[src/rtl/gpx_pkg.sv]
package gpx_pkg;

    typedef logic [7:0] byte_t;

    // Register selected by the pointer; the encoding is decoded by the register bank.
    typedef enum logic [1:0] {
        SEL_PINS  = 2'd0,
        SEL_DRIVE = 2'd1,
        SEL_INV   = 2'd2,
        SEL_DIR   = 2'd3
    } sel_e;

    typedef enum logic [2:0] {
        ST_IDLE,
        ST_ADDR,
        ST_ACK_A,
        ST_WRITE,
        ST_ACK_W,
        ST_READ,
        ST_ACK_R
    } bus_st_e;

    // One received data byte handed from the bus engine to the register bank.
    typedef struct packed {
        logic  valid;
        logic  first;
        byte_t data;
    } wr_evt_t;

    function automatic logic addr_hit(input byte_t b, input logic [6:0] a);
        return b[7:1] == a;
    endfunction

    // Unused upper bits of a register read back as ones.
    function automatic byte_t fill_ones(input byte_t v, input int unsigned w);
        byte_t r;
        for (int i = 0; i < 8; i++) begin
            r[i] = (i < w) ? v[i] : 1'b1;
        end
        return r;
    endfunction

endpackage

[src/rtl/gpx_sync.sv]
module gpx_sync #(
    parameter int W = 1,
    parameter int STAGES = 2,
    parameter logic [W-1:0] RST_VAL = '1
) (
    input  logic         clk,
    input  logic         rst,
    input  logic [W-1:0] d,
    output logic [W-1:0] q
);
    logic [W-1:0] chain [STAGES];

    for (genvar g = 0; g < STAGES; g++) begin : g_stage
        if (g == 0) begin : g_head
            always_ff @(posedge clk) begin
                if (rst) chain[g] <= RST_VAL;
                else     chain[g] <= d;
            end
        end else begin : g_tail
            always_ff @(posedge clk) begin
                if (rst) chain[g] <= RST_VAL;
                else     chain[g] <= chain[g-1];
            end
        end
    end

    assign q = chain[STAGES-1];
endmodule

[src/rtl/gpx_bus.sv]
module gpx_bus
    import gpx_pkg::*;
#(
    parameter logic [6:0] DEV_ADDR = 7'h41
) (
    input  logic    clk,
    input  logic    rst,
    input  logic    scl_s,
    input  logic    sda_s,
    input  byte_t   rd_byte,
    output logic    sda_oe,
    output wr_evt_t wr
);
    logic    scl_q, sda_q;
    bus_st_e st;
    byte_t   sh;
    logic [3:0] cnt;
    logic    rnw, nack, first;
    logic    scl_rise, scl_fall, start_c, stop_c;

    assign scl_rise = scl_s & ~scl_q;
    assign scl_fall = ~scl_s & scl_q;
    assign start_c  = scl_s & scl_q & sda_q & ~sda_s;
    assign stop_c   = scl_s & scl_q & ~sda_q & sda_s;

    always_ff @(posedge clk) begin
        if (rst) begin
            scl_q  <= 1'b1;
            sda_q  <= 1'b1;
            st     <= ST_IDLE;
            sh     <= '0;
            cnt    <= '0;
            rnw    <= 1'b0;
            nack   <= 1'b0;
            first  <= 1'b0;
            sda_oe <= 1'b0;
            wr     <= '0;
        end else begin
            scl_q    <= scl_s;
            sda_q    <= sda_s;
            wr.valid <= 1'b0;
            if (start_c) begin
                st     <= ST_ADDR;
                cnt    <= '0;
                sda_oe <= 1'b0;
            end else if (stop_c) begin
                st     <= ST_IDLE;
                sda_oe <= 1'b0;
            end else begin
                unique case (st)
                    ST_ADDR: begin
                        if (scl_rise) begin
                            sh  <= {sh[6:0], sda_s};
                            cnt <= cnt + 4'd1;
                        end else if (scl_fall && cnt == 4'd8) begin
                            if (addr_hit(sh, DEV_ADDR)) begin
                                st     <= ST_ACK_A;
                                sda_oe <= 1'b1;
                                rnw    <= sh[0];
                            end else begin
                                st <= ST_IDLE;
                            end
                        end
                    end
                    ST_ACK_A: begin
                        if (scl_fall) begin
                            cnt <= '0;
                            if (rnw) begin
                                st     <= ST_READ;
                                sh     <= rd_byte;
                                sda_oe <= ~rd_byte[7];
                            end else begin
                                st     <= ST_WRITE;
                                sda_oe <= 1'b0;
                                first  <= 1'b1;
                            end
                        end
                    end
                    ST_WRITE: begin
                        if (scl_rise) begin
                            sh  <= {sh[6:0], sda_s};
                            cnt <= cnt + 4'd1;
                        end else if (scl_fall && cnt == 4'd8) begin
                            st       <= ST_ACK_W;
                            sda_oe   <= 1'b1;
                            wr.valid <= 1'b1;
                            wr.first <= first;
                            wr.data  <= sh;
                            first    <= 1'b0;
                        end
                    end
                    ST_ACK_W: begin
                        if (scl_fall) begin
                            st     <= ST_WRITE;
                            sda_oe <= 1'b0;
                            cnt    <= '0;
                        end
                    end
                    ST_READ: begin
                        if (scl_rise) begin
                            cnt <= cnt + 4'd1;
                        end else if (scl_fall) begin
                            if (cnt == 4'd8) begin
                                st     <= ST_ACK_R;
                                sda_oe <= 1'b0;
                            end else begin
                                sh     <= {sh[6:0], 1'b0};
                                sda_oe <= ~sh[6];
                            end
                        end
                    end
                    ST_ACK_R: begin
                        if (scl_rise) begin
                            nack <= sda_s;
                        end else if (scl_fall) begin
                            if (nack) begin
                                st <= ST_IDLE;
                            end else begin
                                st     <= ST_READ;
                                cnt    <= '0;
                                sh     <= rd_byte;
                                sda_oe <= ~rd_byte[7];
                            end
                        end
                    end
                    default: ;
                endcase
            end
        end
    end

    // SDA drive never moves while SCL stays high outside START/STOP.
    p_sda_steady_r10: assert property (@(posedge clk) disable iff (rst)
        (scl_s && scl_q && !start_c && !stop_c) |=> $stable(sda_oe));

    // an idle engine never holds SDA low.
    p_idle_release_r2: assert property (@(posedge clk) disable iff (rst)
        (st == ST_IDLE) |-> !sda_oe);

    // read phases never hand a write to the register bank.
    p_no_write_in_read_r9: assert property (@(posedge clk) disable iff (rst)
        (st == ST_READ || st == ST_ACK_R) |-> !wr.valid);
endmodule

[src/rtl/gpx_regs.sv]
module gpx_regs
    import gpx_pkg::*;
#(
    parameter int PORT_W = 4,
    parameter int SYNC_STAGES = 2
) (
    input  logic              clk,
    input  logic              rst,
    input  wr_evt_t           wr,
    input  logic [PORT_W-1:0] pad_i,
    output byte_t             rd_byte,
    output logic [PORT_W-1:0] pad_o,
    output logic [PORT_W-1:0] pad_oe
);
    sel_e              ptr_q;
    logic [PORT_W-1:0] drv_q, inv_q, dir_q, pad_s;

    gpx_sync #(.W(PORT_W), .STAGES(SYNC_STAGES)) u_pad_sync (
        .clk(clk), .rst(rst), .d(pad_i), .q(pad_s)
    );

    always_ff @(posedge clk) begin
        if (rst) begin
            ptr_q <= SEL_PINS;
            drv_q <= '1;
            inv_q <= '0;
            dir_q <= '1;
        end else if (wr.valid) begin
            if (wr.first) begin
                ptr_q <= sel_e'(wr.data[1:0]);
            end else begin
                unique case (ptr_q)
                    SEL_DRIVE: drv_q <= wr.data[PORT_W-1:0];
                    SEL_INV:   inv_q <= wr.data[PORT_W-1:0];
                    SEL_DIR:   dir_q <= wr.data[PORT_W-1:0];
                    default:   ;
                endcase
            end
        end
    end

    always_comb begin
        unique case (ptr_q)
            SEL_PINS:  rd_byte = fill_ones(byte_t'(pad_s ^ inv_q), PORT_W);
            SEL_DRIVE: rd_byte = fill_ones(byte_t'(drv_q), PORT_W);
            SEL_INV:   rd_byte = fill_ones(byte_t'(inv_q), PORT_W);
            default:   rd_byte = fill_ones(byte_t'(dir_q), PORT_W);
        endcase
    end

    assign pad_o  = drv_q;
    assign pad_oe = ~dir_q;

    // data aimed at the pin-level view leaves every writable register alone.
    p_pins_ro_r8: assert property (@(posedge clk) disable iff (rst)
        (wr.valid && !wr.first && ptr_q == SEL_PINS)
            |=> ($stable(drv_q) && $stable(inv_q) && $stable(dir_q)));

    // only the command byte may move the pointer.
    p_ptr_only_first_r3: assert property (@(posedge clk) disable iff (rst)
        !(wr.valid && wr.first) |=> $stable(ptr_q));
endmodule

[src/rtl/gpx4_port_expander.sv]
module gpx4_port_expander
    import gpx_pkg::*;
#(
    parameter logic [6:0] DEV_ADDR = 7'h41,
    parameter int PORT_W = 4,
    parameter int SYNC_STAGES = 2
) (
    input  logic              clk,
    input  logic              rst,
    input  logic              scl_i,
    input  logic              sda_i,
    output logic              sda_oe,
    input  logic [PORT_W-1:0] pad_i,
    output logic [PORT_W-1:0] pad_o,
    output logic [PORT_W-1:0] pad_oe
);
    logic [1:0] bus_s;
    byte_t      rd_byte;
    wr_evt_t    wr;

    gpx_sync #(.W(2), .STAGES(SYNC_STAGES)) u_bus_sync (
        .clk(clk), .rst(rst), .d({scl_i, sda_i}), .q(bus_s)
    );

    gpx_bus #(.DEV_ADDR(DEV_ADDR)) u_bus (
        .clk(clk), .rst(rst), .scl_s(bus_s[1]), .sda_s(bus_s[0]),
        .rd_byte(rd_byte), .sda_oe(sda_oe), .wr(wr)
    );

    gpx_regs #(.PORT_W(PORT_W), .SYNC_STAGES(SYNC_STAGES)) u_regs (
        .clk(clk), .rst(rst), .wr(wr), .pad_i(pad_i),
        .rd_byte(rd_byte), .pad_o(pad_o), .pad_oe(pad_oe)
    );

    // leaving reset, every pin is an input.
    p_reset_inputs_r1: assert property (@(posedge clk)
        $fell(rst) |-> (pad_oe == '0));
endmodule

[config.mk]
export PLATFORM = sky130hd
export DESIGN_NAME = gpx4_port_expander
export DESIGN_NICKNAME = d
export VERILOG_FILES = /design/src/rtl/gpx_pkg.sv /design/src/rtl/gpx_sync.sv /design/src/rtl/gpx_bus.sv /design/src/rtl/gpx_regs.sv /design/src/rtl/gpx4_port_expander.sv
export SDC_FILE = /design/constraint.sdc
export NUM_CORES = 1
export LEC_CHECK = 0
export BUFFER_PORTS_ARGS = -buffer_cell sky130_fd_sc_hd__buf_2
export CAP_MARGIN = 20
export CORE_ASPECT_RATIO = 0.5
export CORE_MARGIN = 2
export CORE_UTILIZATION = 37
export CTS_BUF_LIST = sky130_fd_sc_hd__clkbuf_8
export CTS_CLUSTER_SIZE = 8
export DETAILED_ROUTE_END_ITERATION = 10
export HOLD_SLACK_MARGIN = 0.15
export PLACE_DENSITY = 0.49
export SETUP_SLACK_MARGIN = 0.05
export SLEW_MARGIN = 20
export SYNTH_ARGS = -nofsm -noshare
export SYNTH_HDL_FRONTEND = slang
export SYNTH_HIERARCHICAL = 1
export SYNTH_SLANG_ARGS = --single-unit
[constraint.sdc]
create_clock -name clk -period 2.9 [get_ports clk]
set_input_delay 0.145 -clock clk [delete_from_list [all_inputs] [get_ports clk]]
set_output_delay 0.145 -clock clk [all_outputs]
set_load 0.02 [all_outputs]
* After elaboration in Yosys (flattened, before gate mapping)
Memories as Yosys holds them, arrays and structs flattened.
Index checks and enable logic that the tools add are counted.
** Operators by class
- Add/sub/neg operators :: 1
- Multipliers :: 0
- Div/mod/pow operators :: 0
- Order comparisons :: 0
- Equal/unequal tests :: 41
- Shifts and indexed selects :: 0
- Multiplexer cells :: 62
- Bitwise gates (word level) :: 24
- Reductions and logical operators :: 26
** Operators with widths (number)
- $mux W8 :: 9
- $mux W3 :: 13
- $reduce_and A12 Y1 :: 3
- $pmux W8 S4 :: 1
- $mux W4 :: 7
- $ne A4 B1 Y1 const B :: 7
- $ne A2 B1 Y1 const B :: 12
- $pmux W4 S3 :: 2
- $mux W1 :: 23
- $pmux W3 S6 :: 1
- $ne A4 B4 Y1 const B :: 4
- $ne A2 B2 Y1 const B :: 7
- $reduce_and A7 Y1 :: 2
- $reduce_and A13 Y1 :: 1
- $mux W10 :: 1
- $not A1 Y1 :: 10
- $eq A3 B3 Y1 const B :: 3
- $reduce_and A3 Y1 :: 3
- $reduce_bool A8 Y1 :: 1
- $and A1 B1 Y1 :: 7
- $eq A7 B7 Y1 const B :: 1
- $eq A3 B2 Y1 const B :: 2
- $mux W2 :: 3
- $pmux W1 S6 :: 1
- other kinds (23) :: 30
** Word-level totals
- Bits in registers :: 45
- Bits in latches :: 0
- Bits in writable memories :: 12
- Bits in read-only memories :: 0
- Word-level logic and storage cells :: 173
- Memories kept :: 2
** Memories
- u_regs.u_pad_sync.chain :: words 2, bits a word 4, read ports 2, clocked after Yosys merged registers in 0, wr ports 2, line gpx_sync.sv:11 : logic [W-1:0] chain [STAGES];
- u_bus_sync.chain :: words 2, bits a word 2, read ports 2, clocked after Yosys merged registers in 0, wr ports 2, line gpx_sync.sv:11

* Longest topological paths before layout
Gate-level depths: netlist of the first run.
An unclocked memory read counts as a cell.
- Word-level depth :: 9
- Depth in mapped cells :: 8
- Gate-level depth less buffers :: 7

* Hierarchy
Netlist of the first run, hierarchy kept.
** Modules (own cells, without submodules)
- gpx_bus :: instances 1, cells an instance 191, area an instance 1655.3 um2, seq. area each 620.6 um2
- gpx_regs :: instances 1, cells an instance 91, area an instance 829.5 um2, seq. area each 280.3 um2
- gpx_sync at u_regs.u_pad_sync :: instances 1, cells an instance 16, area an instance 210.2 um2, seq. area each 160.2 um2
- gpx_sync at u_bus_sync :: instances 1, cells an instance 8, area an instance 105.1 um2, seq. area each 80.1 um2

* Least setup slack after synthesis of the first run
OpenSTA, ideal clock, no wires.
- Kind :: register to register
- Start point :: register u_bus.cnt[0]
- End point :: register u_bus.sh[0]
- Arrival time :: 1.745 ns
- Data required time :: 2.766 ns
- Slack :: 1.021 ns
- Stages on the path, launching flop included :: 9
- Path through :: dfxtp_1 -> inv_1 -> ha_1 -> and3b_1 -> o211a_1 -> a2111oi_4 -> and2_1 -> buf_4 -> a211oi_1
** On the way
- Cells in the longest elaborated chain, start to end :: 3
** Ends and longest elaborated chain
- start, declared :: line gpx_bus.sv:17 : logic [3:0] cnt;
- start signal, assigned :: line gpx_bus.sv:54 : cnt <= cnt + 4'd1;
- start signal, assigned :: line gpx_bus.sv:82 : cnt <= cnt + 4'd1;
- start signal, assigned :: line gpx_bus.sv:101 : cnt <= cnt + 4'd1;
- $eq A4 B4 Y1 :: line gpx_bus.sv:103 : if (cnt == 4'd8) begin
- $ne A2 B2 Y1 (no line)
- $reduce_and A12 Y1 (no line)
- end signal, assigned :: line gpx_bus.sv:81 : sh <= {sh[6:0], sda_s};
- end signal, assigned :: line gpx_bus.sv:107 : sh <= {sh[6:0], 1'b0};
- end signal, assigned :: line gpx_bus.sv:121 : sh <= rd_byte;
- end, declared :: line gpx_bus.sv:16 : byte_t sh;
No other way between the ends.
A chain may end at the register's enable or synchronous reset.

* Final worst setup path of the first run
- Start point :: register u_bus.st[1]
- End point :: register u_bus.sh[2]
** On the way
- Cells in the longest elaborated chain, start to end :: 4
** Ends and longest elaborated chain
- start, declared :: line gpx_bus.sv:15 : bus_st_e st;
- start signal, assigned :: line gpx_bus.sv:30 : st <= ST_IDLE;
- start signal, assigned :: line gpx_bus.sv:43 : st <= ST_ADDR;
- start signal, assigned :: line gpx_bus.sv:47 : st <= ST_IDLE;
- $eq A3 B1 Y1 / $eq A3 B2 Y1 (equally long branches) :: line gpx_bus.sv:50 : unique case (st)
- $reduce_or A2 Y1 (no line)
- $ne A2 B1 Y1 (no line) / $reduce_bool A4 Y1 (equally long branches)
- $reduce_and A12 Y1 (no line)
- end signal, assigned :: line gpx_bus.sv:53 : sh <= {sh[6:0], sda_s};
- end signal, assigned :: line gpx_bus.sv:70 : sh <= rd_byte;
- end signal, assigned :: line gpx_bus.sv:81
Several ways; a longest one is shown, not always the timed one.

==> impl_metrics.env, run 1 <==
export IMPL_worstHoldStart="rst"
export IMPL_num_fill_cells=690
export IMPL_reg2reg_depth=5
export IMPL_cpPeakStageDelay_ns=0.60
export IMPL_period_minus_slack_ns=2.24
export IMPL_maxSlewViolCount=0
export IMPL_clock_latency_ns=0.31
export IMPL_clk_pin_slew_ns=0.10
export IMPL_num_vias=2028
export IMPL_leakage_nw=1.16
export IMPL_dp_cells=386
export IMPL_final_core_util_pct=43.1
export IMPL_hold_path_class="in -> reg"
export IMPL_coreArea_um2=6830
export IMPL_power_share_clock_pct=38.9
export IMPL_routed_via_density=5.07
export IMPL_dp_slack_ns=0.673
export IMPL_worstMarginPinSlew_ns=0.754
export IMPL_hold_viol_final=0
export IMPL_synth_warnings=6
export IMPL_setup_slack_ns=0.659
export IMPL_clk_path_buf_depth=2
export IMPL_cap_violations=0
export IMPL_die_w_um=124
export IMPL_crit_path_top_delay_cell="dfxtp_1"
export IMPL_routed_wl_um=5710
export IMPL_outcome="completed"
export IMPL_p_sw_mw=0.326
export IMPL_power_frac_comb_pct=6.1
export IMPL_period_share_pct=77.3
export IMPL_worst_ep_required_time_ns=3.09
export IMPL_antenna_left=0
export IMPL_syn_avg_cell_area_um2=9.06
export IMPL_grt_antenna_before_repair=0
export IMPL_drt_pass1_iter_count=4
export IMPL_swShare_pct=23.8
export IMPL_dp_hpwl_um=3960
export IMPL_hold_path_depth=2
export IMPL_syn_area_um2=2670
export IMPL_setup_tns_ns=0
export IMPL_grt_pass1_vias=2021
export IMPL_hold_path_end="u_bus/rnw"
export IMPL_finalSetupViolations=0
export IMPL_grt_usage_pct=16.2
export IMPL_grt_max_degree=49
export IMPL_gr_total_overflow=0
export IMPL_seq_power_share_pct=55.0
export IMPL_p_per_area_nw_per_um2=464
export IMPL_start_util_pct=39.0
export IMPL_stdcell_count=400
export IMPL_numCtsBuffers=5
export IMPL_cts_sinks=53
export IMPL_max_freq_ghz=0.446
export IMPL_cts_max_level=2
export IMPL_syn_to_final_growth_pct=10.5
export IMPL_worstSetupStartpointType="register"
export IMPL_path_cells="nor2b_4 > o21ai_1 > a2111oi_4 > and2_1 > a211oi_1"
export IMPL_syn_inst=294
export IMPL_skew_ns=0.00216
export IMPL_gp_congestion=0.836
export IMPL_cts_tree="yes"
export IMPL_timing_rr_start="u_bus/st[1]"
export IMPL_dieArea_um2=7940
export IMPL_n_antenna_cell=0
export IMPL_routedWlPerCell_um=14.3
export IMPL_internal_power_mw=1.04
export IMPL_num_nets_final=317
export IMPL_die_y_um=64.0
export IMPL_drtIter0Drc=61
export IMPL_timing_critical_path_from="u_bus/st[1]"
export IMPL_drive_above_1_share_pct=12.7
export IMPL_crit_fanout=15
export IMPL_clock_root_buffer="clkbuf_8"
export IMPL_arrival_ns=2.43
export IMPL_relSlewSlack_pct=49.7
export IMPL_num_rows=21
export IMPL_io_buffers=16
export IMPL_path_class="reg -> reg"
export IMPL_ios=17
export IMPL_ir_drop_mv=0.290
export IMPL_regToRegSetupSlack_ns=0.66
export IMPL_rsz0062_at_grt="false"
export IMPL_cts_repair_resized=0
export IMPL_grt_first_pass_wirelength_um=10000
export IMPL_critPathCaptureType="register"
export IMPL_drc_errors=0
export IMPL_rr_endpoint="u_bus/sh[2]"
-- stage by stage --
step           cell area [um2]  hold slack (ns)  power, mW
2_1_floorplan             2680            0.242      0.827
3_3_place_gp              2770            0.321      0.845
3_5_place_dp              2770            0.327      0.846
4_1_cts                   2940            0.393       1.39
5_1_grt                   2940            0.420       1.44
6_report                  2940            0.383       1.37
-- layer usage --
metal  share of wire (%)  up-vias  GRT usage (%)
li1                    -     1061              -
met1                  51      938           22.2
met2                  45       21           25.3
met3                 2.8        8           4.20
met4                 1.0        0           3.93
met5                   0        -              0
-- sequential cells by signal (all words and copies together) (netlist names) --
name / count
u_bus/first: 1
u_bus/scl_q: 1
u_bus/sda_q: 1
u_bus/sda_oe: 1
u_bus/sh: 8
u_bus/nack: 1
u_regs/ptr_q: 2
u_bus/rnw: 1
u_bus/wr: 6
u_regs/u_pad_sync/chain: 8
u_regs/dir_q: 4
u_bus/cnt: 4
u_bus/st: 3
u_regs/inv_q: 4
u_bus_sync/chain: 4
u_regs/pad_o: 4
-- area by class of cell --
type,count,area (um2),area share [%]
well taps,92,115,3.91
multi-input cells,212,1460,49.4
repair buffers,24,155,5.27
clock inverters,3,47.5,1.61
clock buffers,5,68.8,2.34
flip-flops and latches,53,1060,36.0
inverters,11,41.3,1.40
-- how the worst max path moves through the flow --
stage,endpoint,slack [ns],depth (start not counted)
floorplan,u_bus/sh[0],1.02,8
global placement,u_bus/sh[6],0.75,5
detailed placement,u_bus/sh[2],0.67,5
CTS,u_bus/sh[2],0.64,5
global route,u_bus/sh[0],0.46,5
finish,u_bus/sh[2],0.66,5
-- what timing repair did --
action                                 CTS  global route
endpoints found under the hold margin    6             0
hold buffers                             6             0
setup buffers                            0             0
-- placed cells by master (no fill, tap or decap), types with 4 or more instances in the layout --
| master | n |
|---|---|
| a211oi_1 | 10 |
| a21oi_1 | 18 |
| buf_2 | 16 |
| clkbuf_8 | 5 |
| conb_1 | 4 |
| dfxtp_1 | 53 |
| dlygate4sd3_1 | 6 |
| inv_1 | 11 |
| mux2i_1 | 32 |
| nand2_1 | 9 |
| nand2b_1 | 14 |
| nand3_1 | 10 |
| nor2_1 | 29 |
| nor2b_1 | 8 |
| o21ai_0 | 10 |
| o221ai_1 | 4 |
| or2_1 | 12 |
| or4b_1 | 4 |
-- power by group through the flow --
stage | Clock [mW] | Combinational, mW | Sequential [mW]
after floorplan | 0 | 0.0687 | 0.759
after global placement | 0 | 0.0777 | 0.767
after detailed placement | 0 | 0.0783 | 0.768
after CTS | 0.552 | 0.0849 | 0.751
after global routing | 0.587 | 0.0949 | 0.754
final | 0.531 | 0.0839 | 0.751
-- critical path: cells and delay by family, from the launching register on --
| family | cells | cell delay (ns) |
|---|---|---|
| flops | 1 | 0.60 |
| compound gates | 3 | 0.86 |
| simple gates | 2 | 0.65 |
No activity file was read; power rests on OpenSTA's default activity.
==> run 2, diff against run 1 <==
- PLACE_DENSITY: 0.49 -> 0.51
- clock period: 2.9 -> 2 ns (I/O delays scaled with it)
==> impl_metrics.env, run 2 (synthesized netlist as in run 1, its figures left out) <==
export IMPL_maxSlewViolCount=0
export IMPL_final_common_cell="dfxtp_1"
export IMPL_clk_path_buf_depth=2
export IMPL_gr_total_overflow=0
export IMPL_numCtsBuffers=5
export IMPL_drt_pass1_iter_count=4
export IMPL_grtUsageMet2_pct=24.6
export IMPL_antenna_left=0
export IMPL_period_minus_slack_ns=1.83
export IMPL_io_buffers=16
export IMPL_rr_endpoint="u_bus/sh[3]"
export IMPL_dp_hpwl_um=4120
export IMPL_die_w_um=124
export IMPL_hold_path_end="u_bus/nack"
export IMPL_n_antenna_cell=0
export IMPL_regToRegSetupSlack_ns=0.17
export IMPL_whs_ns=0.403
export IMPL_arrival_ns=2.04
export IMPL_seq_area_um2=1060
export IMPL_grt_max_degree=59
export IMPL_start_util_pct=39.0
export IMPL_worstMarginPinSlew_ns=0.897
export IMPL_period_share_pct=91.4
export IMPL_worstSetupStartpointType="register"
export IMPL_ios=17
export IMPL_cap_violations=0
export IMPL_drc_errors=0
export IMPL_grt_usage_pct=16.1
export IMPL_worst_ep_required_time_ns=2.21
export IMPL_syn_to_final_growth_pct=14.5
export IMPL_post_cts_buffers=0
export IMPL_reg2reg_depth=6
export IMPL_place_area_um2=2880
export IMPL_skew_ns=0.00863
export IMPL_drtIter0Drc=88
export IMPL_routed_wl_um=5860
export IMPL_timing_rr_start="u_bus/st[2]"
export IMPL_num_fill_cells=681
export IMPL_drive_above_1_share_pct=17.8
export IMPL_cts_tree="yes"
export IMPL_p_per_area_nw_per_um2=618
export IMPL_clk_pin_slew_ns=0.09
export IMPL_power_mw=1.89
export IMPL_clock_latency_ns=0.31
export IMPL_multi_input_area_um2=1470
export IMPL_hold_viol_final=0
export IMPL_grt_pass1_vias=2040
export IMPL_crit_fanout=12
export IMPL_mostFrequentLayoutCells="51 x dfxtp_1, 32 x mux2i_1, 29 x nor2_1"
export IMPL_routed_via_density=5.13
export IMPL_dp_cells=399
export IMPL_hold_path_class="in -> reg"
export IMPL_grt_first_pass_wirelength_um=9890
export IMPL_busiest_layer="met2"
export IMPL_path_class="reg -> reg"
export IMPL_dieArea_um2=7940
export IMPL_use_met1_pct=22.1
export IMPL_rsz0062_at_grt="true"
export IMPL_hold_path_depth=2
export IMPL_cts_max_level=2
export IMPL_clock_root_buffer="clkbuf_8"
export IMPL_grt_antenna_before_repair=0
export IMPL_relSlewSlack_pct=40.2
export IMPL_num_rows=21
export IMPL_fin_area_um2=3050
export IMPL_worstHoldStart="rst"
export IMPL_setup_tns_ns=0
export IMPL_gp_congestion=0.862
export IMPL_stdcell_count=413
export IMPL_leakage_nw=1.23
export IMPL_ir_drop_mv=0.239
export IMPL_finalSetupViolations=0
export IMPL_num_vias=2118
export IMPL_outcome="completed"
export IMPL_coreArea_um2=6830
export IMPL_largestRegisters="u_bus/sh: 8 flops, u_regs/u_pad_sync/chain: 8 flops, u_bus/wr: 6 flops"
export IMPL_die_y_um=64.0
export IMPL_routedWlPerCell_um=14.2
export IMPL_cts_sinks=53
export IMPL_max_freq_ghz=0.547
export IMPL_met3_usage_pct=4.55
export IMPL_critPathCaptureType="register"
export IMPL_num_nets_final=330
## run 2: cell count changes in the layout (fill, tap and decap cells not counted), sizes merged
cell,change
inv,-1
clkinvlp,+1
bufinv,-1
buf,+13
clkbuf,+1
## run 2: how the worst max path moves through the flow
stage                  from     endpoint  slack, ns  cells after the start
3_3_place_gp   u_bus/cnt[1]  u_bus/sh[6]       0.18                      7
3_5_place_dp   u_bus/cnt[1]  u_bus/sh[3]       0.13                      7
6_report        u_bus/st[2]  u_bus/sh[3]       0.17                      6
2_1_floorplan  u_bus/cnt[0]  u_bus/sh[0]       0.12                      8
5_1_grt         u_bus/st[2]  u_bus/sh[3]       0.04                      6
4_1_cts        u_bus/cnt[1]  u_bus/sh[3]       0.11                      7
## run 2: layer usage
layer	up-vias	wire length (um)
met2	43	2500
met4	0	48
met1	983	3040
met5	-	0
li1	1086	-
met3	6	270
## run 2: cell type report
type                       count  area share [%]
multi-input combinational    212            48.1
sequential                    53            34.9
timing repair buffer          37            8.69
tap                           92            3.77
clock buffer                   6            2.71
inverter                      11            1.35
clock inverter                 2           0.533
## run 2: report_power, final
part           switching, mW  internal, mW  leakage [nW]
clock network          0.370         0.286        0.0478
logic                 0.0754        0.0694         0.747
registers             0.0141          1.07         0.431
total                  0.460          1.43          1.23
## run 2: what timing repair did
| action | in CTS | in global routing |
|---|---|---|
| setup endpoints to repair | 0 | 10 |
| resized for setup | 0 | 5 |
| endpoints found under the hold margin | 6 | 0 |
| hold buffers | 6 | 0 |
## run 2: worst max-delay path: stages (launching register included)
cell and delay [ns]:
dfxtp_1 0.45, nand2_1 0.24, o211ai_1 0.18, a2111oi_4 0.34
buf_4 0.21, a21oi_1 0.08, a211oi_1 0.23
## run 2: stage by stage
stage / worst slack, ns / util (%)
after floorplan: 0.123 / -
after global placement: 0.178 / 42.1
after detailed placement: 0.128 / 42.1
after CTS: 0.112 / 44.5
after global routing: 0.0393 / 44.7
final: 0.171 / 44.7
==> run 3, diff against run 2 <==
- CORE_MARGIN: 2 -> default
==> impl_metrics.env, run 3 (synthesized netlist as in run 1, its figures left out) <==
export IMPL_worstMarginPinSlew_ns=0.972
export IMPL_num_nets_final=332
export IMPL_clk_pin_slew_ns=0.10
export IMPL_outcome="completed"
export IMPL_grt_first_pass_wirelength_um=9370
export IMPL_cts_tree="yes"
export IMPL_hold_viol_final=0
export IMPL_period_minus_slack_ns=1.97
export IMPL_ios=17
export IMPL_die_y_um=62.0
export IMPL_routed_via_density=5.13
export IMPL_num_rows=21
export IMPL_p_per_area_nw_per_um2=612
export IMPL_power_frac_comb_pct=7.5
export IMPL_crit_path_top_delay_cell="a2111oi_4"
export IMPL_critPathTopFamily="compound AO/OA/AOI/OAI gates"
export IMPL_io_buffers=16
export IMPL_finalSetupViolations=0
export IMPL_grt_antenna_before_repair=0
export IMPL_grt_max_degree=59
export IMPL_routed_wl_um=5940
export IMPL_power_share_clock_pct=35.8
export IMPL_drtIter0Drc=65
export IMPL_cap_violations=0
export IMPL_swShare_pct=25.6
export IMPL_gr_total_overflow=0
export IMPL_cts_sinks=53
export IMPL_drive_above_1_share_pct=22.6
export IMPL_cpPeakStageDelay_ns=0.43
export IMPL_drt_pass1_iter_count=4
export IMPL_relSlewSlack_pct=35.2
export IMPL_start_util_pct=39.0
export IMPL_syn_to_final_growth_pct=17.5
export IMPL_coreArea_um2=6830
export IMPL_n_antenna_cell=0
export IMPL_worstSetupStartpointType="register"
export IMPL_numCtsBuffers=5
export IMPL_fin_area_um2=3130
export IMPL_mostFrequentLayoutCells="50 x dfxtp_1, 32 x mux2i_1, 29 x nor2_1"
export IMPL_critPathBufInv=1
export IMPL_leakage_nw=1.26
export IMPL_dp_cells=399
export IMPL_grt_usage_pct=16.7
export IMPL_hold_path_class="reg -> reg"
export IMPL_max_freq_ghz=0.507
export IMPL_ir_drop_mv=0.303
export IMPL_place_area_um2=2880
export IMPL_drc_errors=0
export IMPL_dp_hpwl_um=3940
export IMPL_clock_root_buffer="clkbuf_8"
export IMPL_num_vias=2131
export IMPL_period_share_pct=98.6
export IMPL_stdcell_count=415
export IMPL_antenna_left=0
export IMPL_cts_max_level=2
export IMPL_p_sw_mw=0.490
export IMPL_arrival_ns=2.14
export IMPL_crit_fanout=8
export IMPL_dieArea_um2=7570
export IMPL_seq_power_share_pct=56.6
export IMPL_gp_congestion=0.854
export IMPL_critPathCaptureType="register"
export IMPL_path_cells="inv_1 > ha_4 > and3b_2 > o211a_1 > a2111oi_4 > and2_4 > a211oi_2"
export IMPL_worst_ep_required_time_ns=2.17
export IMPL_routedWlPerCell_um=14.3
export IMPL_maxSlewViolCount=0
export IMPL_clock_latency_ns=0.32
export IMPL_dp_slack_ns=0.0336
export IMPL_setup_slack_ns=0.0282
export IMPL_clk_path_buf_depth=2
export IMPL_skew_ns=0.00811
export IMPL_path_class="reg -> reg"
export IMPL_rsz0062_at_grt="true"
export IMPL_die_w_um=122
export IMPL_grt_pass1_vias=1835
export IMPL_final_common_cell="dfxtp_1"
export IMPL_internal_power_mw=1.43
export IMPL_largestRegisters="u_bus/sh: 8 flops, u_regs/u_pad_sync/chain: 8 flops, u_bus/wr: 6 flops"
export IMPL_power_mw=1.92
export IMPL_final_core_util_pct=45.8
run 3: changes by cell type in the layout (fill, tap and decap cells not counted), sizes merged:
cell / delta
buf: +2
clkinv: +1
clkinvlp: -1
run 3: area by class of cell:
type,count,area [um2]
Clock buffer,6,82.6
Clock inverter,2,17.5
Fill cell,678,3700
Inverter,11,41.3
Multi-Input combinational cell,212,1520
Sequential cell,53,1070
Tap cell,92,115
Timing Repair Buffer,39,284
run 3: layer usage:
metal / routed length, um / part of all wire [%] / global-route usage, %
met1: 3240 / 55 / 23.4
met2: 2410 / 41 / 24.7
met3: 194 / 3.3 / 4.11
met4: 97 / 1.6 / 7.41
met5: 0 / 0 / 0
run 3: final timing paths:
check,startpoint,endpoint,slack (ns),cells after the start
max,u_bus/cnt[0],u_bus/sh[0],0.03,7
min,u_regs/u_pad_sync/chain[0][0],u_regs/u_pad_sync/chain[1][0],0.41,1
max reg2reg,u_bus/cnt[0],u_bus/sh[0],0.03,7
min reg2reg,u_regs/u_pad_sync/chain[0][0],u_regs/u_pad_sync/chain[1][0],0.41,1
run 3: timing repair:
action,4_1_cts,5_1_grt
setup endpoints to repair,8,15
gates resized for setup,1,22
hold endpoints to repair,6,0
pin swaps,0,11
hold buffers,6,0
setup buffers,0,2
run 3: per-stage QoR:
stage | TNS [ns] | hold WS (ns)
2_1_floorplan | 0 | 0.197
3_3_place_gp | 0 | 0.276
3_5_place_dp | 0 | 0.280
4_1_cts | 0 | 0.396
5_1_grt | -0.201 | 0.443
6_report | 0 | 0.413
run 3: power groups by stage:
stage	sequential, mW	combinational, mW	clock, mW
2_1_floorplan	1.10	0.0996	0
3_3_place_gp	1.11	0.130	0
3_5_place_dp	1.11	0.130	0
4_1_cts	1.09	0.139	0.706
5_1_grt	1.09	0.157	0.765
6_report	1.09	0.145	0.686
